$ cat src/rtl/hw_thr_pkg.sv
package hw_thr_pkg;
  typedef enum logic {
    MODE_INTERLEAVE = 1'b0,
    MODE_BLOCKED    = 1'b1
  } sched_mode_e;

  localparam int unsigned PC_STEP = 4;
endpackage

$ cat src/rtl/thr_rr_pick.sv
module thr_rr_pick #(
  parameter int unsigned NUM_THR = 4,
  parameter int unsigned TAG_W   = $clog2(NUM_THR)
) (
  input  logic [NUM_THR-1:0] req_i,
  input  logic [TAG_W-1:0]   base_i,
  output logic [TAG_W-1:0]   pick_o,
  output logic               found_o
);
  // first requester strictly after base, base itself checked last
  always_comb begin
    pick_o  = base_i;
    found_o = 1'b0;
    for (int unsigned i = 1; i <= NUM_THR; i++) begin
      int unsigned idx;
      idx = (int'(base_i) + i) % NUM_THR;
      if (!found_o && req_i[idx]) begin
        pick_o  = TAG_W'(idx);
        found_o = 1'b1;
      end
    end
  end
endmodule

$ cat src/rtl/thr_ready_track.sv
module thr_ready_track #(
  parameter int unsigned NUM_THR = 4,
  parameter int unsigned TAG_W   = $clog2(NUM_THR)
) (
  input  logic               clk_i,
  input  logic               rst_ni,
  input  logic               stall_i,
  input  logic [TAG_W-1:0]   stall_tag_i,
  input  logic [NUM_THR-1:0] done_i,
  output logic [NUM_THR-1:0] ready_o
);
  logic [NUM_THR-1:0] ready_q;

  for (genvar t = 0; t < NUM_THR; t++) begin : g_thr
    logic hit;
    assign hit = stall_i && (stall_tag_i == TAG_W'(t));
    always_ff @(posedge clk_i or negedge rst_ni) begin
      if (!rst_ni)        ready_q[t] <= 1'b1;
      else if (hit)       ready_q[t] <= 1'b0;  // stall beats completion
      else if (done_i[t]) ready_q[t] <= 1'b1;
    end
  end

  assign ready_o = ready_q;
endmodule

$ cat src/rtl/thr_pc_bank.sv
module thr_pc_bank
  import hw_thr_pkg::*;
#(
  parameter int unsigned NUM_THR    = 4,
  parameter int unsigned PC_W       = 32,
  parameter logic [31:0] RST_BASE   = 32'h0000_1000,
  parameter logic [31:0] RST_STRIDE = 32'h0000_0100
) (
  input  logic                    clk_i,
  input  logic                    rst_ni,
  input  logic [NUM_THR-1:0]      redir_i,
  input  logic [NUM_THR*PC_W-1:0] redir_pc_i,
  input  logic [NUM_THR-1:0]      adv_i,
  output logic [NUM_THR*PC_W-1:0] pc_o
);
  for (genvar t = 0; t < NUM_THR; t++) begin : g_pc
    localparam logic [31:0] RST_PC = RST_BASE + RST_STRIDE * t;
    logic [PC_W-1:0] pc_q;
    always_ff @(posedge clk_i or negedge rst_ni) begin
      if (!rst_ni)         pc_q <= PC_W'(RST_PC);
      else if (redir_i[t]) pc_q <= redir_pc_i[t*PC_W +: PC_W];
      else if (adv_i[t])   pc_q <= pc_q + PC_W'(PC_STEP);
    end
    assign pc_o[t*PC_W +: PC_W] = pc_q;
  end
endmodule

$ cat src/rtl/thr_switch_gate.sv
module thr_switch_gate #(
  parameter int unsigned PENALTY = 1
) (
  input  logic clk_i,
  input  logic rst_ni,
  input  logic trig_i,
  output logic hold_o
);
  if (PENALTY == 0) begin : g_free
    assign hold_o = 1'b0;
  end else begin : g_cnt
    localparam int unsigned CW = $clog2(PENALTY + 1);
    logic [CW-1:0] cnt_q;
    always_ff @(posedge clk_i or negedge rst_ni) begin
      if (!rst_ni)               cnt_q <= '0;
      else if (trig_i)           cnt_q <= CW'(PENALTY);
      else if (cnt_q != '0)      cnt_q <= cnt_q - 1'b1;
    end
    assign hold_o = (cnt_q != '0);
  end
endmodule

$ cat src/rtl/hw_thread_sel.sv
module hw_thread_sel
  import hw_thr_pkg::*;
#(
  parameter int unsigned NUM_THR        = 4,
  parameter int unsigned PC_W           = 32,
  parameter int unsigned SWITCH_PENALTY = 1,
  parameter logic [31:0] RST_BASE       = 32'h0000_1000,
  parameter logic [31:0] RST_STRIDE     = 32'h0000_0100,
  localparam int unsigned TAG_W         = $clog2(NUM_THR)
) (
  input  logic                    clk_i,
  input  logic                    rst_ni,
  input  logic                    blocked_mode_i,
  input  logic [NUM_THR-1:0]      redir_i,
  input  logic [NUM_THR*PC_W-1:0] redir_pc_i,
  input  logic                    stall_i,
  input  logic [TAG_W-1:0]        stall_tag_i,
  input  logic [NUM_THR-1:0]      done_i,
  output logic                    valid_o,
  output logic [TAG_W-1:0]        tid_o,
  output logic [PC_W-1:0]         pc_o
);
  logic [NUM_THR-1:0]      ready;
  logic [TAG_W-1:0]        last_q, last_d, rr_tid, sel_tid;
  logic                    rr_found, hold, trig;
  logic [NUM_THR-1:0]      adv;
  logic [NUM_THR*PC_W-1:0] pc_flat;
  sched_mode_e             mode;

  assign mode = sched_mode_e'(blocked_mode_i);

  thr_ready_track #(.NUM_THR(NUM_THR), .TAG_W(TAG_W)) u_ready (
    .clk_i      (clk_i),
    .rst_ni     (rst_ni),
    .stall_i    (stall_i),
    .stall_tag_i(stall_tag_i),
    .done_i     (done_i),
    .ready_o    (ready)
  );

  thr_rr_pick #(.NUM_THR(NUM_THR), .TAG_W(TAG_W)) u_pick (
    .req_i  (ready),
    .base_i (last_q),
    .pick_o (rr_tid),
    .found_o(rr_found)
  );

  thr_switch_gate #(.PENALTY(SWITCH_PENALTY)) u_gate (
    .clk_i (clk_i),
    .rst_ni(rst_ni),
    .trig_i(trig),
    .hold_o(hold)
  );

  always_comb begin
    sel_tid = rr_tid;
    if (mode == MODE_BLOCKED && ready[last_q]) sel_tid = last_q;
  end

  assign valid_o = rr_found && !hold;
  assign last_d  = valid_o ? sel_tid : last_q;
  // blocked mode: the running thread hit a long-latency event
  assign trig    = (mode == MODE_BLOCKED) && stall_i && (stall_tag_i == last_d);

  always_ff @(posedge clk_i or negedge rst_ni) begin
    if (!rst_ni) last_q <= TAG_W'(NUM_THR - 1);
    else         last_q <= last_d;
  end

  always_comb begin
    adv = '0;
    if (valid_o) adv[sel_tid] = 1'b1;
  end

  thr_pc_bank #(
    .NUM_THR   (NUM_THR),
    .PC_W      (PC_W),
    .RST_BASE  (RST_BASE),
    .RST_STRIDE(RST_STRIDE)
  ) u_pc (
    .clk_i     (clk_i),
    .rst_ni    (rst_ni),
    .redir_i   (redir_i),
    .redir_pc_i(redir_pc_i),
    .adv_i     (adv),
    .pc_o      (pc_flat)
  );

  assign tid_o = sel_tid;
  assign pc_o  = pc_flat[sel_tid*PC_W +: PC_W];
endmodule

$ cat config.mk
export PLATFORM = sky130hd
export DESIGN_NAME = hw_thread_sel
export DESIGN_NICKNAME = d
export VERILOG_FILES = /design/src/rtl/hw_thr_pkg.sv /design/src/rtl/thr_rr_pick.sv /design/src/rtl/thr_ready_track.sv /design/src/rtl/thr_pc_bank.sv /design/src/rtl/thr_switch_gate.sv /design/src/rtl/hw_thread_sel.sv
export SDC_FILE = /design/constraint.sdc
export NUM_CORES = 1
export LEC_CHECK = 0
export BUFFER_PORTS_ARGS = -buffer_cell sky130_fd_sc_hd__buf_2
export CELL_PAD_IN_SITES_DETAIL_PLACEMENT = 1
export CELL_PAD_IN_SITES_GLOBAL_PLACEMENT = 1
export CORE_UTILIZATION = 39
export DETAILED_ROUTE_END_ITERATION = 7
export PLACE_DENSITY_LB_ADDON = 0.1
export SETUP_SLACK_MARGIN = 0.15
export SYNTH_ARGS = -nofsm -noshare
export SYNTH_HDL_FRONTEND = slang
export SYNTH_SLANG_ARGS = --single-unit
$ cat constraint.sdc
create_clock -name clk_i -period 2.8 [get_ports clk_i]
set_input_delay 0.28 -clock clk_i [delete_from_list [all_inputs] [get_ports clk_i]]
set_output_delay 0.28 -clock clk_i [all_outputs]
set_load 0.005 [all_outputs]
# Word-level counts from Yosys, hierarchy flattened
# Index checks and enable logic that the tools add are counted.
# totals
ff_bits	135
out_inout_bits	35
# classes
n_addsub	9
magnitude_cmp	7
eq_ne	4
n_shift	1
mux	41
n_reduce_logical	25
# op_table
cell	n
two-way mux 32 bit	8
adder 32 x 3 -> 32 bit (second input constant)	4
indexed part select 128 x 8 -> 32 bit	1
two-way mux 1 bit	20
less-than comparator 2 x 3 -> 1 bit (second input constant)	6
nonzero test 2 bit	8
logical AND 1 bit	12
two-way mux 2 bit	6
binary-select mux 1 bit (select 2 bit)	5
adder 2 x 1 -> 2 bit (second input constant)	2
adder 2 bit (second input constant)	2
== test 2 bit (second input constant)	2
logical NOT 1 bit	4
two-way mux 4 bit	1
demux 1 bit (select 2 bit)	1
== test 2 x 1 -> 1 bit (second input constant)	1
== test 2 bit	1
greater-or-equal comparator 2 x 1 -> 1 bit (second input constant)	1
logical NOT 2 bit	1
subtractor 1 bit (second input constant)	1

# Logic depth before layout (Yosys ltp)
# logic_depth
word_depth	21
mapped_depth	12
depth_no_buf	7

# By module
# From an unflattened synthesis, not the netlist that was laid out.
# unflattened
hier_cells	920
area_unflattened_um2	8538.2
# modules_own_cells
mod	instances	cells_each	area_each_um2	seq_area_each_um2
thr_pc_bank	1	824	7258.2	3213.1
hw_thread_sel	1	69	1019.7	52.6
thr_ready_track	1	12	152.6	105.1
thr_rr_pick	1	14	82.6	0.0
thr_switch_gate	1	1	25.0	25.0

# Worst setup path before layout
# Ideal clock, no wire load.
# synth_path
kind	reg2out
startpoint	register last_q[0]
endpoint	output port pc_o[10]
t_arrival_ps	2574
required_time_ps	2520
setup_slack_ps	-54
path_stages_with_launch	12
path_cell_list	dfstp_2 -> buf_4 -> buf_6 -> nor3b_1 -> a22oi_1 -> a21boi_1 -> o211a_1 -> buf_2 -> buf_2 -> buf_2 -> buf_2 -> mux2i_1
# synth_between
elab_chain_len	15
elab_cells_between_ends	30
classes_between	4 x add/sub; 1 x shift; 18 x mux; 7 x reduce/logical
# synth_lines
item	line	source
start: declaration	hw_thread_sel.sv:24	logic [TAG_W-1:0] last_q, last_d, rr_tid, sel_tid;
start signal: assignment	hw_thread_sel.sv:66	if (!rst_ni) last_q <= TAG_W'(NUM_THR - 1);
start signal: assignment	hw_thread_sel.sv:67	else last_q <= last_d;
adder 2 x 1 -> 2 bit	thr_rr_pick.sv:16	idx = (int'(base_i) + i) % NUM_THR;
binary-select mux 1 bit (select 2 bit)	thr_rr_pick.sv:17	if (!found_o && req_i[idx]) begin
two-way mux 1 bit (implied by the code)	thr_rr_pick.sv:17	
two-way mux 1 bit	thr_rr_pick.sv:17	
logical NOT 1 bit	thr_rr_pick.sv:17	
logical AND 1 bit	thr_rr_pick.sv:17	
two-way mux 1 bit	thr_rr_pick.sv:17	
logical NOT 1 bit	thr_rr_pick.sv:17	
logical AND 1 bit	thr_rr_pick.sv:17	
two-way mux 1 bit	thr_rr_pick.sv:17	
logical NOT 1 bit	thr_rr_pick.sv:17	
logical AND 1 bit	thr_rr_pick.sv:17	
two-way mux 2 bit	thr_rr_pick.sv:17	
two-way mux 2 bit (*)	hw_thread_sel.sv:57	if (mode == MODE_BLOCKED && ready[last_q]) sel_tid = last_q;
indexed part select 128 x 8 -> 32 bit (*)	hw_thread_sel.sv:90	assign pc_o = pc_flat[sel_tid*PC_W +: PC_W];
end: declaration	hw_thread_sel.sv:21	output logic [PC_W-1:0] pc_o
# Every way passes the cells marked *; elsewhere a longest branch is shown, timed or not. The select of a mux whose other input is x is not followed.

# Worst setup path in the final report
# layout_path
startpoint	register u_ready.ready_q[1] (netlist: u_ready.ready_o[1])
endpoint	output port pc_o[20]
# layout_between
elab_chain_len	14
elab_cells_between_ends	26
classes_between	1 x shift; 18 x mux; 7 x reduce/logical
# layout_lines
item	line	source
start: declaration	thr_ready_track.sv:12	logic [NUM_THR-1:0] ready_q;
start signal: indexed assignment	thr_ready_track.sv:18	if (!rst_ni) ready_q[t] <= 1'b1;
start signal: indexed assignment	thr_ready_track.sv:19	else if (hit) ready_q[t] <= 1'b0;
start signal: indexed assignment	thr_ready_track.sv:20	else if (done_i[t]) ready_q[t] <= 1'b1;
binary-select mux 1 bit (select 2 bit)	thr_rr_pick.sv:17	
two-way mux 1 bit (implied by the code)	thr_rr_pick.sv:17	
two-way mux 1 bit	thr_rr_pick.sv:17	
logical NOT 1 bit	thr_rr_pick.sv:17	
logical AND 1 bit	thr_rr_pick.sv:17	
two-way mux 1 bit	thr_rr_pick.sv:17	
logical NOT 1 bit	thr_rr_pick.sv:17	
logical AND 1 bit	thr_rr_pick.sv:17	
two-way mux 1 bit	thr_rr_pick.sv:17	
logical NOT 1 bit	thr_rr_pick.sv:17	
logical AND 1 bit	thr_rr_pick.sv:17	
two-way mux 2 bit	thr_rr_pick.sv:17	
two-way mux 2 bit (*)	hw_thread_sel.sv:57	
indexed part select 128 x 8 -> 32 bit (*)	hw_thread_sel.sv:90	
# Marked as above.

==> results.ini <==
[synthesis]
syn_inst = 1118
yosysTopAreaCell = dfrtp_1
ys_types = 67
ys.flop_type = dfrtp_1
synth.avg_cell_area_sq_um = 8.63
ys_ff_latch = 135
synth_top_area_frac = 0.314
ys_warn_count = 0
postSynth.asyncResetShare = 1.00
yosys-top-cells-area = dfrtp_1 (31%), mux2i_1 (10%), o31ai_1 (7.6%), or4_1 (7.5%), a31oi_1 (7.5%)
synth_edf_count = 0
synth_fp_nets = 1264
seq_area_frac_synth = 0.352
syn_area_sq_um = 9640

[cts]
root_buffer = clkbuf_16
clk_pin_slew_worst_paths_ps = 70
cts_tree = yes
clock-sinks = 135
clk_latency_ps = 440
htree_levels = 4
cts_max_path_buffers = 2
cts_buffers = 17

[floorplan]
die_area_sq_um = 25400
core_area_sq_um = 24300
start_util = 0.397
pin_count = 177
die_height_microns = 159
die_w_microns = 159
num_rows = 57

[timing]
fmax_mhz = 307
setup_violations = 145
skew_ps = 11.1
finalCritPeriodShare = 1.16
whs_ps = 39.0
slew_headroom = 0.322
tightest_slew_ps = 1010
hold_viol = 0
slew_violations = 0
fin_crit_ps = 3250
setup_slack_ps = -453
rsz0062_at_grt = yes

[setup_path]
critical_path_class = flop to output port
critPathMaxFanout = 8
critPathMaxStageDelay_ps = 430
crit_slowest_cell = dfstp_2
critPathCaptureType = output port
path_cells = buf_4 -> nor4_4 -> a21oi_2 -> buf_4 -> a21oi_4 -> a21o_4 -> buf_6 -> clkbuf_16 -> mux2i_1 -> mux2i_1 -> buf_2
start_kind = flop
arrival_ps = 2970
cp.required_ps = 2520

[grt]
grt_overflow = 0
grt_pass1_vias = 10900
grt_antenna_before_repair = 1
grt_pass1_wl_microns = 64700
grt_usage = 0.329
grt_max_degree = 55

[routing]
viasPerCell = 6.42
ant_nets = 0
wire_per_inst_microns = 25.3
drc = 0
drt-total-wl_microns = 43400
dr.pass1.iters = 5
vias = 11000
first_iter_violations = 816

[pwr]
power-per-cell-area_nw_per_um2 = 1060
max-vdd-ir-drop_v = 0.000514
leakage_nw = 5.49

[final_layout]
drive_gt1_frac = 0.370
syn2layout_area_growth_pct = 41.6
fill_cells = 2784
final_nets = 1524
fin_cells = 1716

[status]
status = finished, violations left
violations = setup timing

[run]
cap_viol_max_count = 0

[place]
numPortBuffers = 176
dp_hpwl_microns = 27400
preCtsSetupSlack_ps = -113
post-place-cells = 1621
routabilityCongestion = 0.887

[worst_hold_path]
hp-class = input pin to flop

==> power breakdown <==
part | switching [mW] | total (mW) | internal, mW
logic | 4.89 | 9.35 | 4.45
clock network | 1.02 | 2.46 | 1.44
registers | 0.460 | 2.69 | 2.23
==> through the flow <==
stage / utilization / area, sq um / TNS, ps / total power [mW]
finish: 0.561 / 13700 / -30230 / 14.5
global route: 0.561 / 13700 / -41810 / 15.0
CTS: 0.540 / 13100 / -17400 / 13.4
detailed placement: 0.473 / 11500 / -4200 / 8.80
global placement: 0.473 / 11500 / -637 / 8.68
floorplan: - / 9710 / 0 / 6.10
==> cell usage after synthesis, types with 10 or more instances <==
cell type	n
or4_1	96
mux2i_1	100
nor3_1	10
buf_2	23
nand3_1	41
or3_1	19
o31ai_1	97
dfrtp_1	121
nand2_1	50
nand4_1	26
dfstp_2	14
nor2_1	139
and2_1	11
o21ai_0	15
a31oi_1	115
inv_1	26
and3_1	17
clkbuf_1	66
==> logic make-up after synthesis <==
group           share of synthesized area
simple gates                        0.267
compound gates                      0.206
xor+xnor                          0.00324
buf+inv                            0.0524
fa+ha+maj                         0.00519
flops                               0.352
mux                                 0.114
==> timing repair <==
action                                  4_1_cts  5_1_grt
hold buffers                                  1        0
gates cloned                                 14        5
endpoints found under the setup margin      148      153
hold endpoints to repair                     46        0
resized for setup                            98       70
setup buffers                                30       12
pin swaps                                    39       36
==> registers in the layout, indices dropped and copies added, names as in the netlist <==
| signal | flops |
|---|---|
| u_pc.g_pc.pc_q | 128 |
| u_ready.ready_o | 4 |
| last_q | 2 |
| u_gate.hold_o | 1 |
==> final timing paths <==
| path | start | endpoint | slack [ps] | cells past startpoint |
|---|---|---|---|---|
| worst max-delay path | u_ready.ready_o[1] | pc_o[20] | -450 | 11 |
| worst min-delay path | stall_tag_i[0] | u_ready.ready_o[3] | 40 | 2 |
| worst max register to register | u_ready.ready_o[3] | u_pc.g_pc[3].pc_q[10] | -320 | 9 |
| worst min register to register | u_pc.g_pc[2].pc_q[0] | u_pc.g_pc[2].pc_q[0] | 510 | 1 |
| max in group asynchronous | rst_ni | u_pc.g_pc[3].pc_q[12] | 1480 | 3 |
| min in group asynchronous | rst_ni | u_pc.g_pc[3].pc_q[28] | 370 | 2 |
==> cell usage in the layout, fill, tap and decap left out, types with 8 or more instances in the layout <==
cell	instances
buf_2	175
nor2_1	139
dfrtp_1	121
a31oi_1	112
buf_4	99
or4_1	82
o31ai_1	76
mux2i_1	68
nand2_1	49
nand3_1	41
nand4_1	26
buf_6	25
mux2i_2	22
inv_1	22
clkbuf_16	21
o31ai_2	19
or3_1	18
and3_1	17
buf_12	16
or4_4	14
dfstp_2	14
o21ai_0	13
and2_1	11
buf_16	11
mux2i_4	10
nor3_1	10
and4_1	8
mux2_2	8
==> metal layers <==
layer | wire length, microns | GRT usage | vias up
met2 | 19900 | 0.516 | 420
li1 | - | - | 4915
met1 | 18600 | 0.450 | 5585
met4 | 2190 | 0.152 | 0
met5 | 0 | 0 | -
met3 | 2750 | 0.0458 | 102
==> critical path, delay by kind of cell, from the launching register on <==
| kind | cells | cell delay (ps) |
|---|---|---|
| simple gates | 1 | 370 |
| flops | 1 | 430 |
| buf+inv | 5 | 840 |
| mux | 2 | 360 |
| compound gates | 3 | 530 |
==> layout make-up <==
class	count	area, sq um	share of cell area
repair buffers	335	2730	0.200
diodes	1	2.50	0.000183
well taps	324	405	0.0297
clock buffers	19	443	0.0324
flip-flops and latches	135	3400	0.249
multi-input cells	861	6390	0.468
inverters	28	110	0.00806
clock inverters	13	173	0.0126
Power figures use the tool's default switching activity.
